===== src/rtl/ssc_pkg.sv =====
package ssc_pkg;
    localparam int WORD_W = 64;
    localparam int TOK_WIDE_BIT = 0;
    localparam int TOK_PREV_BIT = 1;

    typedef logic [WORD_W-1:0] word_t;

    typedef enum logic [2:0] {
        OP_NOP      = 3'd0,
        OP_CALL     = 3'd1,
        OP_RET      = 3'd2,
        OP_UNWIND   = 3'd3,
        OP_SWITCH   = 3'd4,
        OP_SAVEPREV = 3'd5,
        OP_READ     = 3'd6,
        OP_RSVD     = 3'd7
    } op_e;

    typedef enum logic [2:0] {
        FLT_NONE  = 3'd0,
        FLT_RET   = 3'd1,
        FLT_TOKEN = 3'd2,
        FLT_ALIGN = 3'd3,
        FLT_OVER  = 3'd4,
        FLT_UNDER = 3'd5
    } flt_e;

    // outcome of one command, computed combinationally
    typedef struct packed {
        logic  we;
        word_t wr_addr;
        word_t wr_data;
        word_t ssp_nxt;
        flt_e  flt;
    } step_t;

    function automatic word_t tok_addr(input word_t t);
        return {t[WORD_W-1:3], 3'b000};
    endfunction

    function automatic word_t make_tok(input word_t a, input logic prev);
        return {a[WORD_W-1:3], 1'b0, prev, 1'b1};
    endfunction
endpackage


===== src/rtl/ssc_store.sv =====
module ssc_store
    import ssc_pkg::*;
#(
    parameter int    DEPTH     = 32,
    parameter word_t BASE_ADDR = 64'h1000
) (
    input  logic  clk,
    input  word_t rd_addr,
    output word_t rd_data,
    input  logic  we,
    input  word_t wr_addr,
    input  word_t wr_data
);
    localparam int IW = (DEPTH > 1) ? $clog2(DEPTH) : 1;

    word_t         mem [DEPTH];
    word_t         rd_off, wr_off;
    logic [IW-1:0] rd_idx, wr_idx;

    always_comb begin
        rd_off = rd_addr - BASE_ADDR;
        wr_off = wr_addr - BASE_ADDR;
        rd_idx = rd_off[IW+2:3];
        wr_idx = wr_off[IW+2:3];
    end

    assign rd_data = mem[rd_idx];

    always_ff @(posedge clk) begin
        if (we) mem[wr_idx] <= wr_data;
    end
endmodule


===== src/rtl/ssc_ctrl.sv =====
module ssc_ctrl
    import ssc_pkg::*;
#(
    parameter word_t BASE_ADDR = 64'h1000,
    parameter word_t TOP_ADDR  = 64'h1100
) (
    input  op_e   op,
    input  word_t arg,
    input  word_t ssp,
    input  word_t rd_data,
    output word_t rd_addr,
    output step_t step
);
    word_t span, old;

    always_comb begin
        step         = '0;
        step.ssp_nxt = ssp;
        step.flt     = FLT_NONE;
        rd_addr      = (op == OP_SWITCH) ? arg : ssp;
        span         = {{(WORD_W-11){1'b0}}, arg[7:0], 3'b000};
        old          = tok_addr(rd_data);
        unique case (op)
            OP_CALL: begin
                if (ssp == BASE_ADDR) step.flt = FLT_OVER;
                else begin
                    step.we      = 1'b1;
                    step.wr_addr = ssp - 64'd8;
                    step.wr_data = arg;
                    step.ssp_nxt = ssp - 64'd8;
                end
            end
            OP_RET: begin
                if (ssp == TOP_ADDR)     step.flt = FLT_UNDER;
                else if (rd_data != arg) step.flt = FLT_RET;
                else                     step.ssp_nxt = ssp + 64'd8;
            end
            OP_UNWIND: begin
                if ((TOP_ADDR - ssp) < span) step.flt = FLT_UNDER;
                else                         step.ssp_nxt = ssp + span;
            end
            OP_SWITCH: begin
                if (arg[2:0] != 3'b000)
                    step.flt = FLT_ALIGN;
                else if (arg < BASE_ADDR || arg >= TOP_ADDR)
                    step.flt = FLT_TOKEN;
                else if (rd_data[TOK_PREV_BIT] || !rd_data[TOK_WIDE_BIT]
                         || old != arg + 64'd8)
                    step.flt = FLT_TOKEN;
                else begin
                    step.we      = 1'b1;
                    step.wr_addr = arg;
                    step.wr_data = make_tok(ssp, 1'b1);
                    step.ssp_nxt = arg;
                end
            end
            OP_SAVEPREV: begin
                if (ssp == TOP_ADDR)
                    step.flt = FLT_UNDER;
                else if (!rd_data[TOK_PREV_BIT] || !rd_data[TOK_WIDE_BIT])
                    step.flt = FLT_TOKEN;
                else if (old < BASE_ADDR + 64'd8 || old > TOP_ADDR)
                    step.flt = FLT_TOKEN;
                else begin
                    step.we      = 1'b1;
                    step.wr_addr = old - 64'd8;
                    step.wr_data = make_tok(old, 1'b0);
                    step.ssp_nxt = ssp + 64'd8;
                end
            end
            default: ;
        endcase
    end
endmodule


===== src/rtl/shadow_ret_stack.sv =====
module shadow_ret_stack
    import ssc_pkg::*;
#(
    parameter int    DEPTH     = 32,
    parameter word_t BASE_ADDR = 64'h1000
) (
    input  logic        clk,
    input  logic        rst,
    input  logic        cmd_valid,
    input  logic [2:0]  cmd_op,
    input  logic [63:0] cmd_arg,
    input  logic        fault_clr,
    output logic        result_valid,
    output logic [63:0] result_data,
    output logic        fault_pulse,
    output logic [2:0]  fault_code
);
    localparam word_t TOP_ADDR = BASE_ADDR + word_t'(DEPTH) * 64'd8;

    word_t ssp_q, rd_addr, rd_data;
    flt_e  flt_q;
    step_t step;
    op_e   op;
    logic  take;

    assign op   = op_e'(cmd_op);
    assign take = cmd_valid && (flt_q == FLT_NONE);

    ssc_ctrl #(.BASE_ADDR(BASE_ADDR), .TOP_ADDR(TOP_ADDR)) u_ctrl (
        .op(op), .arg(cmd_arg), .ssp(ssp_q), .rd_data(rd_data),
        .rd_addr(rd_addr), .step(step)
    );

    ssc_store #(.DEPTH(DEPTH), .BASE_ADDR(BASE_ADDR)) u_store (
        .clk(clk), .rd_addr(rd_addr), .rd_data(rd_data),
        .we(take && step.we), .wr_addr(step.wr_addr), .wr_data(step.wr_data)
    );

    always_ff @(posedge clk) begin
        if (rst) begin
            ssp_q        <= TOP_ADDR;
            flt_q        <= FLT_NONE;
            fault_pulse  <= 1'b0;
            result_valid <= 1'b0;
            result_data  <= '0;
        end else begin
            fault_pulse  <= 1'b0;
            result_valid <= 1'b0;
            if (flt_q != FLT_NONE) begin
                if (fault_clr) flt_q <= FLT_NONE;
            end else if (take) begin
                if (step.flt != FLT_NONE) begin
                    flt_q       <= step.flt;
                    fault_pulse <= 1'b1;
                end else begin
                    ssp_q <= step.ssp_nxt;
                end
                if (op == OP_READ) begin
                    result_valid <= 1'b1;
                    result_data  <= ssp_q;
                end
            end
        end
    end

    assign fault_code = flt_q;
endmodule


===== config.mk =====
export PLATFORM = sky130hd
export DESIGN_NAME = shadow_ret_stack
export DESIGN_NICKNAME = d
export VERILOG_FILES = /design/src/rtl/ssc_pkg.sv /design/src/rtl/ssc_store.sv /design/src/rtl/ssc_ctrl.sv /design/src/rtl/shadow_ret_stack.sv
export SDC_FILE = /design/constraint.sdc
export NUM_CORES = 2
export LEC_CHECK = 0
export BUFFER_PORTS_ARGS = -buffer_cell sky130_fd_sc_hd__buf_4
export CAP_MARGIN = 15
export CORE_AREA = 4 4 554 556
export DETAILED_ROUTE_END_ITERATION = 10
export DIE_AREA = 0 0 558 560
export MAX_ROUTING_LAYER = met4
export PLACE_DENSITY = 0.44
export SLEW_MARGIN = 20
export SYNTH_ARGS = -nofsm -noshare
export SYNTH_HDL_FRONTEND = slang
export SYNTH_HIERARCHICAL = 1
export SYNTH_SLANG_ARGS = --single-unit

===== constraint.sdc =====
create_clock -name clk -period 9.82 [get_ports clk]
set_clock_uncertainty 0.15 [all_clocks]
set_input_delay 0.491 -clock clk [delete_from_list [all_inputs] [get_ports clk]]
set_output_delay 0.491 -clock clk [all_outputs]
set_load 0.005 [all_outputs]

==> reports/metrics.cfg <==
[status]
run_status=complete, no violations

[timing]
fin_tns_setup_ps=0
fmax_mhz=110
slew_headroom_pct=21.1
worstMarginPinSlew_ps=1170
holdWs_ps=169
drv_slew=0
setup_viol=0
period_minus_slack_ps=9090
fin_crit_sh_pct=92.5
hold_violations=0
rsz0062_at_grt=no

[clock_tree]
cts_resized=0
cts-buffers-inserted=233
clockRootBuffer=clkbuf_16
clock_latency_ps=920
clk_pin_slew_ps=60
cts_htree_levels=4
cts_hold_buf=2
cts_setup_buffers=0
cts_tree=yes
clock_sinks=2181
clock_path_buffers=4

[power]
p_leak_nw=36.3
power_density_mw_per_mm2=185
ir_worst_vdd_mv=0.140

[global_routing]
grt_max_degree=103
grt_pass1_wl_mm=495
overflow=0
grt_pass1_vias=57938
antenna_found_initial=30
grtUsageTotal_pct=23.2

[routing]
drc=0
vias=58853
drt-wirelength-per-cell_um=34.9
vias_per_cell=5.71
drt_pass1_iterations=8
drt_wl_total_mm=359
antenna_left=0
drt_iter0_drc=6555

[synthesis]
synth_nets=5767
synth_cells=5673
avgSynthCellArea_sq_um=16.8
syn_area_sq_mm=0.0953
ys_warn_count=6

[setup_path]
crit_required_ps=10180
cp-startpoint=ssp_q[3]
critPathMostFrequentCell=buf_4
path_buf_inv=6
crit_type=reg -> reg
start_kind=flop
cp_max_fo=36
critical-path-max-stage-delay_ps=910
path_cells=buf_4 -> inv_1 -> o21ai_4 -> buf_12 -> buf_4 -> mux4_2 -> mux4_2 -> mux2_2 -> xor2_1 -> nor4_1 -> nor4_1 -> o21ai_0 -> a21oi_1 -> nand4_1 -> nor4_4 -> buf_4 -> a22oi_1 -> o21ai_0 -> or3b_2 -> nor2_4 -> buf_12
r2r-start=ssp_q[3]
cp_slowest_cell=xor2_1
cp.arrival_ps=9440
crit_path_end_kind=flop
cpLargestDelayFamily=simple AND/OR/NAND/NOR gates

[cells_and_area]
post-route-util_pct=37.5
final_common_cell=edfxtp_1
drive_above_1_share_pct=27.5
area_growth_pct=18.8
layout_common_cells=edfxtp_1 (2048), mux4_2 (594), buf_4 (462), clkbuf_16 (236), o21ai_0 (229)
nets=6214

[die]
core_area_sq_mm=0.302
num_rows=202
die_w_um=558
die_area_sq_mm=0.312
start_util_pct=31.6
ios=140
fp.dieH_um=560

[place]
place_congestion=0.955
dp_hpwl_mm=244
port_buffers=139

[hold_path]
hp-class=in -> reg
hold_start=cmd_arg[3]

[run]
drv_cap=0

==> routing by layer <==
metal / up-vias / track usage (%) / part of all wire [%]
li1: 24176 / - / -
met1: 31869 / 32.4 / 44
met2: 2347 / 36.1 / 47
met3: 461 / 2.72 / 5.5
met4: 0 / 5.92 / 2.8
met5: - / - / 0
==> cell type report <==
cell class	count	area, sq um
Antenna cell	14	35.0
Clock buffer	283	6080
Clock inverter	141	1350
Fill cell	27846	189000
Inverter	36	136
Multi-Input combinational cell	3032	29500
Sequential cell	2181	64200
Tap cell	3978	4980
Timing Repair Buffer	636	6940
==> sequential cells by signal, summed over array words and instances (netlist names) <==
register,count
fault_pulse,1
result_data,64
ssp_q,64
fault_code,3
u_store/mem,2048
result_valid,1
==> power breakdown <==
group,total (mW),internal [mW],switching (mW)
combinational,2.22,0.791,1.43
sequential,10.1,10.1,0.00975
clock,8.65,4.95,3.70
==> metrics by stage <==
step	power [mW]	worst slack, ps	instances	area (sq um)
after floorplan	11.6	135	5673	95300
after global placement	12.5	30.3	9860	106000
after detailed placement	12.5	208	9861	106000
after CTS	21.2	886	10287	113000
after global routing	21.7	518	10295	113000
final	21.0	735	10301	113000
==> final timing paths <==
kind | endpoint | slack (ps) | depth (start not counted)
max | u_store/mem[6][49] | 730 | 21
min reg2reg | result_data[24] | 430 | 3
max reg2reg | u_store/mem[6][49] | 730 | 21
min | ssp_q[3] | 170 | 5
==> worst reg2reg max path, delay by kind of cell (launching register included) <==
kind | cells | cell delay, ps
buffers and inverters | 6 | 1800
XOR/XNOR | 1 | 910
flip-flops | 1 | 310
AND/OR/NAND/NOR | 6 | 2250
multiplexers | 3 | 1680
AO/OA/AOI/OAI | 5 | 1480
Power figures use the tool's default switching activity.
